===== src/rtl/tpc_pkg.sv =====
// Package: shared mode and diagnostic encodings for the test pattern checker.
// Assumes: the mode is a single-bit select; diagnostic codes fit in 2 bits.
package tpc_pkg;

    typedef enum logic {
        MODE_RAMP = 1'b0,
        MODE_WALK = 1'b1
    } mode_e;

    typedef enum logic [1:0] {
        DIAG_NONE      = 2'd0,
        DIAG_SWAP      = 2'd1,
        DIAG_MISPLACED = 2'd2,
        DIAG_OTHER     = 2'd3
    } diag_e;

endpackage


===== src/rtl/tpc_classify.sv =====
// Module: tpc_classify
// Compares an observed word with the expected word and names the kind of
// mismatch: a pair-exchanged image, a single stray bit (with its index),
// or anything else. A pair exchange takes priority over a stray bit.
// Assumes: purely combinational; the caller registers the results.
module tpc_classify
    import tpc_pkg::*;
#(
    parameter int SAMPLE_W = 14,
    parameter int IDX_W    = $clog2(SAMPLE_W)
) (
    input  logic [SAMPLE_W-1:0] obs_i,
    input  logic [SAMPLE_W-1:0] exp_i,
    output logic                mismatch_o,
    output diag_e               kind_o,
    output logic [IDX_W-1:0]    pos_o
);

    localparam int ONES_W = $clog2(SAMPLE_W + 1);

    logic [SAMPLE_W-1:0] exp_swapped;
    logic [ONES_W-1:0]   ones;
    logic [IDX_W-1:0]    set_pos;

    // Exchange each even bit with its odd neighbour; an unpaired top bit stays put
    for (genvar b = 0; b < SAMPLE_W; b++) begin : g_swap
        if ((b % 2) == 0 && (b + 1) < SAMPLE_W) begin : g_even
            assign exp_swapped[b] = exp_i[b+1];
        end else if ((b % 2) == 1) begin : g_odd
            assign exp_swapped[b] = exp_i[b-1];
        end else begin : g_lone
            assign exp_swapped[b] = exp_i[b];
        end
    end

    // Count the set bits of the observed word and find the highest one
    always_comb begin
        ones    = '0;
        set_pos = '0;
        for (int i = 0; i < SAMPLE_W; i++) begin
            if (obs_i[i]) begin
                ones    = ones + 1'b1;
                set_pos = IDX_W'(i);
            end
        end
    end

    // Pick the mismatch kind in priority order
    always_comb begin
        mismatch_o = (obs_i != exp_i);
        pos_o      = '0;
        if (!mismatch_o) begin
            kind_o = DIAG_NONE;
        end else if (obs_i == exp_swapped) begin
            kind_o = DIAG_SWAP;
        end else if (ones == ONES_W'(1)) begin
            kind_o = DIAG_MISPLACED;
            pos_o  = set_pos;
        end else begin
            kind_o = DIAG_OTHER;
        end
    end

endmodule


===== config.mk =====
export PLATFORM = sky130hd
export DESIGN_NAME = tpc_classify
export DESIGN_NICKNAME = d
export VERILOG_FILES = /design/src/rtl/tpc_pkg.sv /design/src/rtl/tpc_classify.sv
export SDC_FILE = /design/constraint.sdc
export NUM_CORES = 1
export LEC_CHECK = 0
export CORE_MARGIN = 4
export CORE_UTILIZATION = 37
export DETAILED_ROUTE_END_ITERATION = 8
export PLACE_DENSITY_LB_ADDON = 0.2
export SLEW_MARGIN = 10
export SYNTH_ARGS = -nofsm -noshare
export SYNTH_HDL_FRONTEND = slang
export SYNTH_SLANG_ARGS = --single-unit
export TNS_END_PERCENT = 5

===== constraint.sdc =====
create_clock -name vclk -period 13.4
set_input_delay 2.68 -clock vclk [all_inputs]
set_output_delay 2.68 -clock vclk [all_outputs]
set_load 0.01 [all_outputs]

# ---- Word-level counts from Yosys, hierarchy flattened
# Cells that the tools add are included.
dict set report totals {
  regBits 0
  in_bits 28
  out_inout_bits 7
  word_cells 49
}
dict set report classes {
  add_sub_neg 13
  n_eq_ne 3
  mux 33
}
# cell count
set op_table {}
lappend op_table {{$mux W4} 28}
lappend op_table {{$add A4 B1 Y4 const B} 13}
lappend op_table {{$eq A14 B14 Y1} 1}
lappend op_table {{$ne A14 B14 Y1} 1}
lappend op_table {{$eq A4 B1 Y1 const B} 1}
lappend op_table {{$mux W2} 2}
lappend op_table {{$mux W1} 3}

# ---- Longest topological paths before layout
# Gate-level depths: netlist of run 1.
dict set report logic_depth {
  ltp_word 31
  ltp_mapped 47
  depth_no_buf 47
}

# ---- Worst setup path after synthesis of run 1
# Ideal clock, no wire load.
dict set report synth_timing {
  path_kind {input-to-output}
  from {input port obs_i[0]}
  to {output port pos_o[2]}
  t_arrival_ns 10.018
  slack_ns 0.702
  path_stages 45
  path_buffers 0
  path_cell_list {inv_1 -> ha_1 -> xor2_1 -> ha_1 -> nand2_1 -> o21ai_0 -> ha_1 -> mux2_2 -> ha_1 -> inv_1 -> a22o_1 -> nand2_1 -> ha_1 -> nor2b_1 -> a31oi_1 -> ha_1 -> and2_1 -> a21oi_1 -> [... 9 more ...] -> nand2_1 -> o21a_1 -> a21oi_1 -> ha_1 -> nand2_1 -> o21ai_0 -> a21bo_2 -> inv_1 -> ha_1 -> nand2_1 -> o21ai_0 -> ha_1 -> nand2_1 -> mux2_2 -> o22a_1 -> o22ai_1 -> nand2_1 -> a211oi_1}
}
dict set report synth_between {
  elab_chain_len 31
  word_cells_on_any_way 33
}
# element line
set synth_lines {}
lappend synth_lines {{start, declared} tpc_classify.sv:12} ;# input logic [SAMPLE_W-1:0] obs_i,
lappend synth_lines {{$mux W1} tpc_classify.sv:41} ;# if (obs_i[i]) begin
lappend synth_lines {{$add A4 B1 Y4} tpc_classify.sv:42} ;# ones = ones + 1'b1;
lappend synth_lines {{$mux W4} tpc_classify.sv:41}
lappend synth_lines {{$add A4 B1 Y4} tpc_classify.sv:42}
lappend synth_lines {{$mux W4} tpc_classify.sv:41}
lappend synth_lines {{$add A4 B1 Y4} tpc_classify.sv:42}
lappend synth_lines {{$mux W4} tpc_classify.sv:41}
lappend synth_lines {{$add A4 B1 Y4} tpc_classify.sv:42}
lappend synth_lines {{[... 15 more ...]} --}
lappend synth_lines {{$add A4 B1 Y4} tpc_classify.sv:42}
lappend synth_lines {{$mux W4} tpc_classify.sv:41}
lappend synth_lines {{$add A4 B1 Y4} tpc_classify.sv:42}
lappend synth_lines {{$mux W4} tpc_classify.sv:41}
lappend synth_lines {{$eq A4 B1 Y1} tpc_classify.sv:56} ;# end else if (ones == ONES_W'(1)) begin
lappend synth_lines {{$mux W4} tpc_classify.sv:56}
lappend synth_lines {{$mux W4} tpc_classify.sv:54} ;# end else if (obs_i == exp_swapped) begin
lappend synth_lines {{$mux W4 (*)} tpc_classify.sv:52} ;# if (!mismatch_o) begin
lappend synth_lines {{end, declared} tpc_classify.sv:16} ;# output logic [IDX_W-1:0] pos_o
# Every way passes the cells marked *; elsewhere a longest branch is shown, timed or not.

# ---- Worst setup path after layout of run 1
# Same ends and word-level chain as after synthesis.

==> results.md, run 1 <==
* Critical path class: input pin to output port
* DRT Wirelength at roughly 5.0 mm
* Top cell by count, worst path: ha_1
* Row count at 24
* Most common cell after layout, fill and taps aside: buf_4
* Die height at a little under 80 um
* Starting density of the core at 0.3939
* Mapped Cells at between 200 and 250
* Req. time, crit path at ~11 ns
* P&R area growth vs syn at 41.75%
* Pre-CTS setup slack at -0.6075 ns
* Via count at 1918
* Hold_ws at between 6 and 7 ns
* Critical path's slowest cell: ha_1
* Vias in the first global route at about 1700
* CLK BUF at 0
* Gpl congestion at 0.8351
* Flip-flop and latch count at 0
* Crit path max fanout at 4
* Vias per cell at 5.418
* Sequential share of the synthesized area at 0
* Syn Nets at roughly 280
* Largest net degree at the start of global routing at 23
* Slew HR at 0.4838
* # setup viols final at 0
* # placed instances at between 300 and 400
* Initial antenna violation count at 0
* Drt drc at 0
* Avg Inst Size Synth at 7.455 um2
* N_diodes at 0
* FF+latch area at 0 um2
* Total core area at approximately 4500 um2
* Commonest cells after routing, fill and taps aside: 42 x buf_4, 30 x xnor2_1, 27 x clkdlybuf4s50_1
* Clock period minus worst slack at 12.93 ns
* Final Non-Filler Cells at between 300 and 400
* CTS Hold Bufs at 0
* Mapped cell area at ~1800 um2
* Congestion Overflow GR at 0
* Die X at between 70 and 80 um
* Die area at 5967 um2
* Drt wl/cell at around 14 um
* Post-DP HPWL at slightly below 4 mm
* Largest stage delay, worst path at between 0.3 and 0.4 ns
* Antenna viol nets, final at 0
* Layout cells sized above 1 at 0.2649
* Ys Warns at 0
* Fmax at approximately 77 MHz
* Fin nets at 345
* I/O Buffers at 35
* Max-slew violation count at 0
* Fin util at 0.5583
* LEAKAGE at 1.095 nW
* Final worst path period share at 0.9651
* Hold Vio Cnt, Final at 0
* GRT Resource Usage Total at 0.1589
* Worst-Margin Slew at about 0.77 ns
* Element type at the critical path start: input pin
* Critical Path Sink Type: output port
* 1st-pass router iterations at 4
* Min-Delay Path Class: input pin to output port
* First-pass GRT wire length at between 8 and 9 mm
* PwrDens at about 170 nW/um2
* Cell variety after synth at 54
* MaxCap Viol Count at 0
* Peak VDD IR at between 0.15 and 0.2 mV
* PnR worst setup slack at ~0.47 ns
* Top Ports at 35
* Drt initial violations at ~110
* RSZ-0062 raised after global routing: no
* CP Data Arrival Time at between 10 and 15 ns
* Outcome: complete, no violations
==> final timing paths <==
kind,start,end,depth (start not counted)
worst max-delay path,obs_i[0],pos_o[2],47
worst min-delay path,obs_i[0],kind_o[0],8
==> metal layers <==
metal  track usage  vias to the layer above  part of all wire
li1              -                      978                 -
met1        0.2372                      897              0.49
met2        0.2694                       43              0.47
met3      0.002342                        0             0.037
met4      0.001779                        0                 0
met5             0                        -                 0
==> report_power, final <==
| part | switching (W) | internal, W | leakage, nW |
|---|---|---|---|
| clock network | 0 | 0 | 0 |
| registers | 0 | 0 | 0 |
| logic | 0.000196 | 0.000233 | 1.09 |
==> logic make-up (layout without fill, tap and decap cells) <==
logic type,count (synthesis),count (layout),synth area share
xor gates and xnor gates,65,65,0.4111
adders and majority gates,13,13,0.09168
AOI/OAI and AO/OA,56,56,0.2222
muxes,2,2,0.01269
buffers and inverters,32,96,0.07404
and+or+nand+nor,70,70,0.1883
==> cells in the mapped netlist (2+ instances only) <==
master,count,area share
a211oi_1,3,0.013
a21oi_1,8,0.023
a31oi_1,5,0.018
a32oi_1,3,0.015
a41oi_1,2,0.0099
buf_1,3,0.0063
buf_2,3,0.0085
clkbuf_1,6,0.013
ha_1,13,0.092
inv_1,19,0.040
mux2_2,2,0.013
nand2_1,25,0.053
nand3_1,9,0.025
nand4_1,4,0.014
nor2_1,12,0.025
nor2b_1,2,0.0071
nor3_1,6,0.017
nor3b_1,2,0.0085
nor4_1,4,0.014
o211ai_1,3,0.013
o21ai_0,11,0.031
o22a_1,3,0.015
o31ai_1,3,0.013
xnor2_1,30,0.15
xnor2_2,2,0.018
xnor3_1,4,0.051
xor2_1,23,0.11
xor3_1,2,0.027
==> area by class of cell <==
| class | count | area (um2) |
|---|---|---|
| Fill cell | 446 | 1989 |
| Inverter | 19 | 71.32 |
| Timing Repair Buffer | 77 | 638.1 |
| Tap cell | 52 | 65.06 |
| Multi-Input combinational cell | 206 | 1740 |
==> critical path: cells and delay by family <==
family          cells  cell delay (ns)
fa+ha+maj          12             3.25
compound gates     14             1.93
simple gates       11             1.14
mux                 2             0.53
buf+inv             7             0.53
xor+xnor            1             0.18
==> what timing repair did <==
item,4_1_cts,5_1_grt
pin swaps,3,7
setup endpoints to repair,5,5
hold endpoints to repair,0,0
buffers inserted,9,2
gates resized for setup,32,16
==> metrics by stage <==
step / TNS, ns / total power (W) / area (um2)
6_report: 0 / 0.0004292 / 2515
5_1_grt: 0 / 0.0004681 / 2515
4_1_cts: 0 / 0.0004184 / 2480
3_5_place_dp: -2.759 / 0.0003948 / 2362
3_3_place_gp: -2.266 / 0.0003920 / 2362
2_1_floorplan: 0 / 0.0002600 / 1774
(Power assumes the default switching activity.)
==> inputs of run 2 (changes only) <==
--- a/config.mk
+++ b/config.mk
@@ -8,7 +8,7 @@
 export CORE_MARGIN = 4
 export CORE_UTILIZATION = 37
 export DETAILED_ROUTE_END_ITERATION = 8
-export PLACE_DENSITY_LB_ADDON = 0.2
+export PLACE_DENSITY = 0.63
 export SLEW_MARGIN = 10
 export SYNTH_ARGS = -nofsm -noshare
 export SYNTH_HDL_FRONTEND = slang
==> run 2 against run 1 <==
Compared with the run above: via count shrank 0.94%; global-route usage grew 0.22 points; final area grew 0.90%; worst hold slack gained 0.016 ns; first-iteration DRC count grew 11%; total power grew 3.2%.
==> results.md, run 2 (same netlist as run 1, synthesis figures left out) <==
* Setup_tns at 0 ns
* Critical path's slowest cell: xor3_4
* Top Ports at 35
* Post-DP Area at 2392 um2
* Critical path class: input pin to output port
* MaxCap Viol Count at 0
* Max-slew violation count at 0
* Critical Path Sink Type: output port
* Hold_ws at 6.217 ns
* Drt drc at 0
* Most common cell after layout, fill and taps aside: buf_4
* Layout cells sized above 1 at 0.2667
* Die X at approximately 77 um
* Drt initial violations at 117
* Outcome: complete, no violations
* Total core area at about 4500 um2
* Clock period minus worst slack at between 10 and 15 ns
* Post-DP HPWL at around 3.8 mm
* First-pass GRT wire length at between 8 and 9 mm
* Peak VDD IR at approximately 0.17 mV
* 1st-pass router iterations at 4
* Final worst path period share at 0.9649
* CLK BUF at 0
* Worst-Margin Slew at 0.7657 ns
* Flip-flop and latch count at 0
* Post-route cell area at approximately 2500 um2
* DRT Wirelength at 5.011 mm
* Worst Hold Launch: obs_i[0]
* GRT Resource Usage Total at 0.1611
* Hold path depth at 8
* Commonest cells after routing, fill and taps aside: 40 x buf_4, 30 x xnor2_1, 27 x clkdlybuf4s50_1
* Largest stage delay, worst path at 0.49 ns
* Critical path depth at 45
* N_diodes at 0
* P&R area growth vs syn at 43.02%
* Fill count at around 440
* Gpl congestion at 0.7968
* Top cell by count, worst path: ha_1
* I/O Buffers at 35
* CP delay by family, top: adder cells
* PwrDens at between 150 and 200 nW/um2
* Via count at 1900
* Row count at 24
* Drt wl/cell at ~14 um
* CTS Hold Bufs at 0
* Fmax at between 70 and 80 MHz
* CP Buf/Inv Count at 8
* Min-Delay Endpoint: kind_o[0]
* FF+latch area at 0 um2
* Hold Vio Cnt, Final at 0
* Vias in the first global route at 1788
* Element type at the critical path start: input pin
* Largest net degree at the start of global routing at 23
* Initial antenna violation count at 0
* Congestion Overflow GR at 0
* Fin nets at approximately 340
* LEAKAGE at 1.090 nW
* Crit path max fanout at 4
* Min-Delay Path Class: input pin to output port
* Die area at 5967 um2
* Vias per cell at 5.398
* Starting density of the core at 0.3939
* Antenna viol nets, final at 0
* # setup viols final at 0
* Req. time, crit path at between 10 and 15 ns
* Slew HR at 0.4859
* Die height at a little under 80 um
* CP Data Arrival Time at between 10 and 15 ns
run 2: changes by cell type in the layout (fill, tap and decap cells not counted), sizes merged:
cell	previous run	this run
buf	46	43
dlygate4sd2	0	1
run 2: timing repair:
action | in CTS | in global routing
hold endpoints to repair | 0 | 0
endpoints found under the setup margin | 5 | 5
buffers inserted | 2 | 3
pin swaps | 2 | 9
gates resized for setup | 27 | 25
run 2: cell type report:
class	count	area, um2	area share
inverter	19	71.32	0.02811
timing repair buffer	75	628.1	0.2475
multi-input combinational	206	1773	0.6987
tap	52	65.06	0.02564
run 2: how the worst max path moves through the flow:
stage	startpoint	end	slack, ns
global route	obs_i[0]	pos_o[3]	-0.06
CTS	obs_i[2]	pos_o[0]	0.04
finish	obs_i[0]	pos_o[3]	0.47
global placement	obs_i[0]	pos_o[3]	-0.66
detailed placement	obs_i[0]	pos_o[3]	-0.65
floorplan	obs_i[0]	pos_o[2]	0.70
run 2: metal layers:
layer | vias to the layer above | share of wire | track usage
met5 | - | 0 | 0
met4 | 0 | 0.0014 | 0.003559
li1 | 978 | - | -
met2 | 31 | 0.46 | 0.2660
met1 | 889 | 0.51 | 0.2428
met3 | 2 | 0.024 | 0.007026
run 2: where the power goes:
part,total (W),switching (W),internal [W]
Combinational,0.000443,0.000200,0.000243
Sequential,0,0,0
Clock,0,0,0
Total,0.000443,0.000200,0.000243
run 2: stage by stage:
stage                 util  worst slack [ns]  total power (W)  instances
floorplan                -            0.7020        0.0002600        238
global placement    0.5311           -0.6595        0.0004014        347
detailed placement  0.5311           -0.6511        0.0004036        347
CTS                 0.5453           0.04173        0.0004243        349
global route        0.5633          -0.05586        0.0004891        352
finish              0.5633            0.4698        0.0004431        352
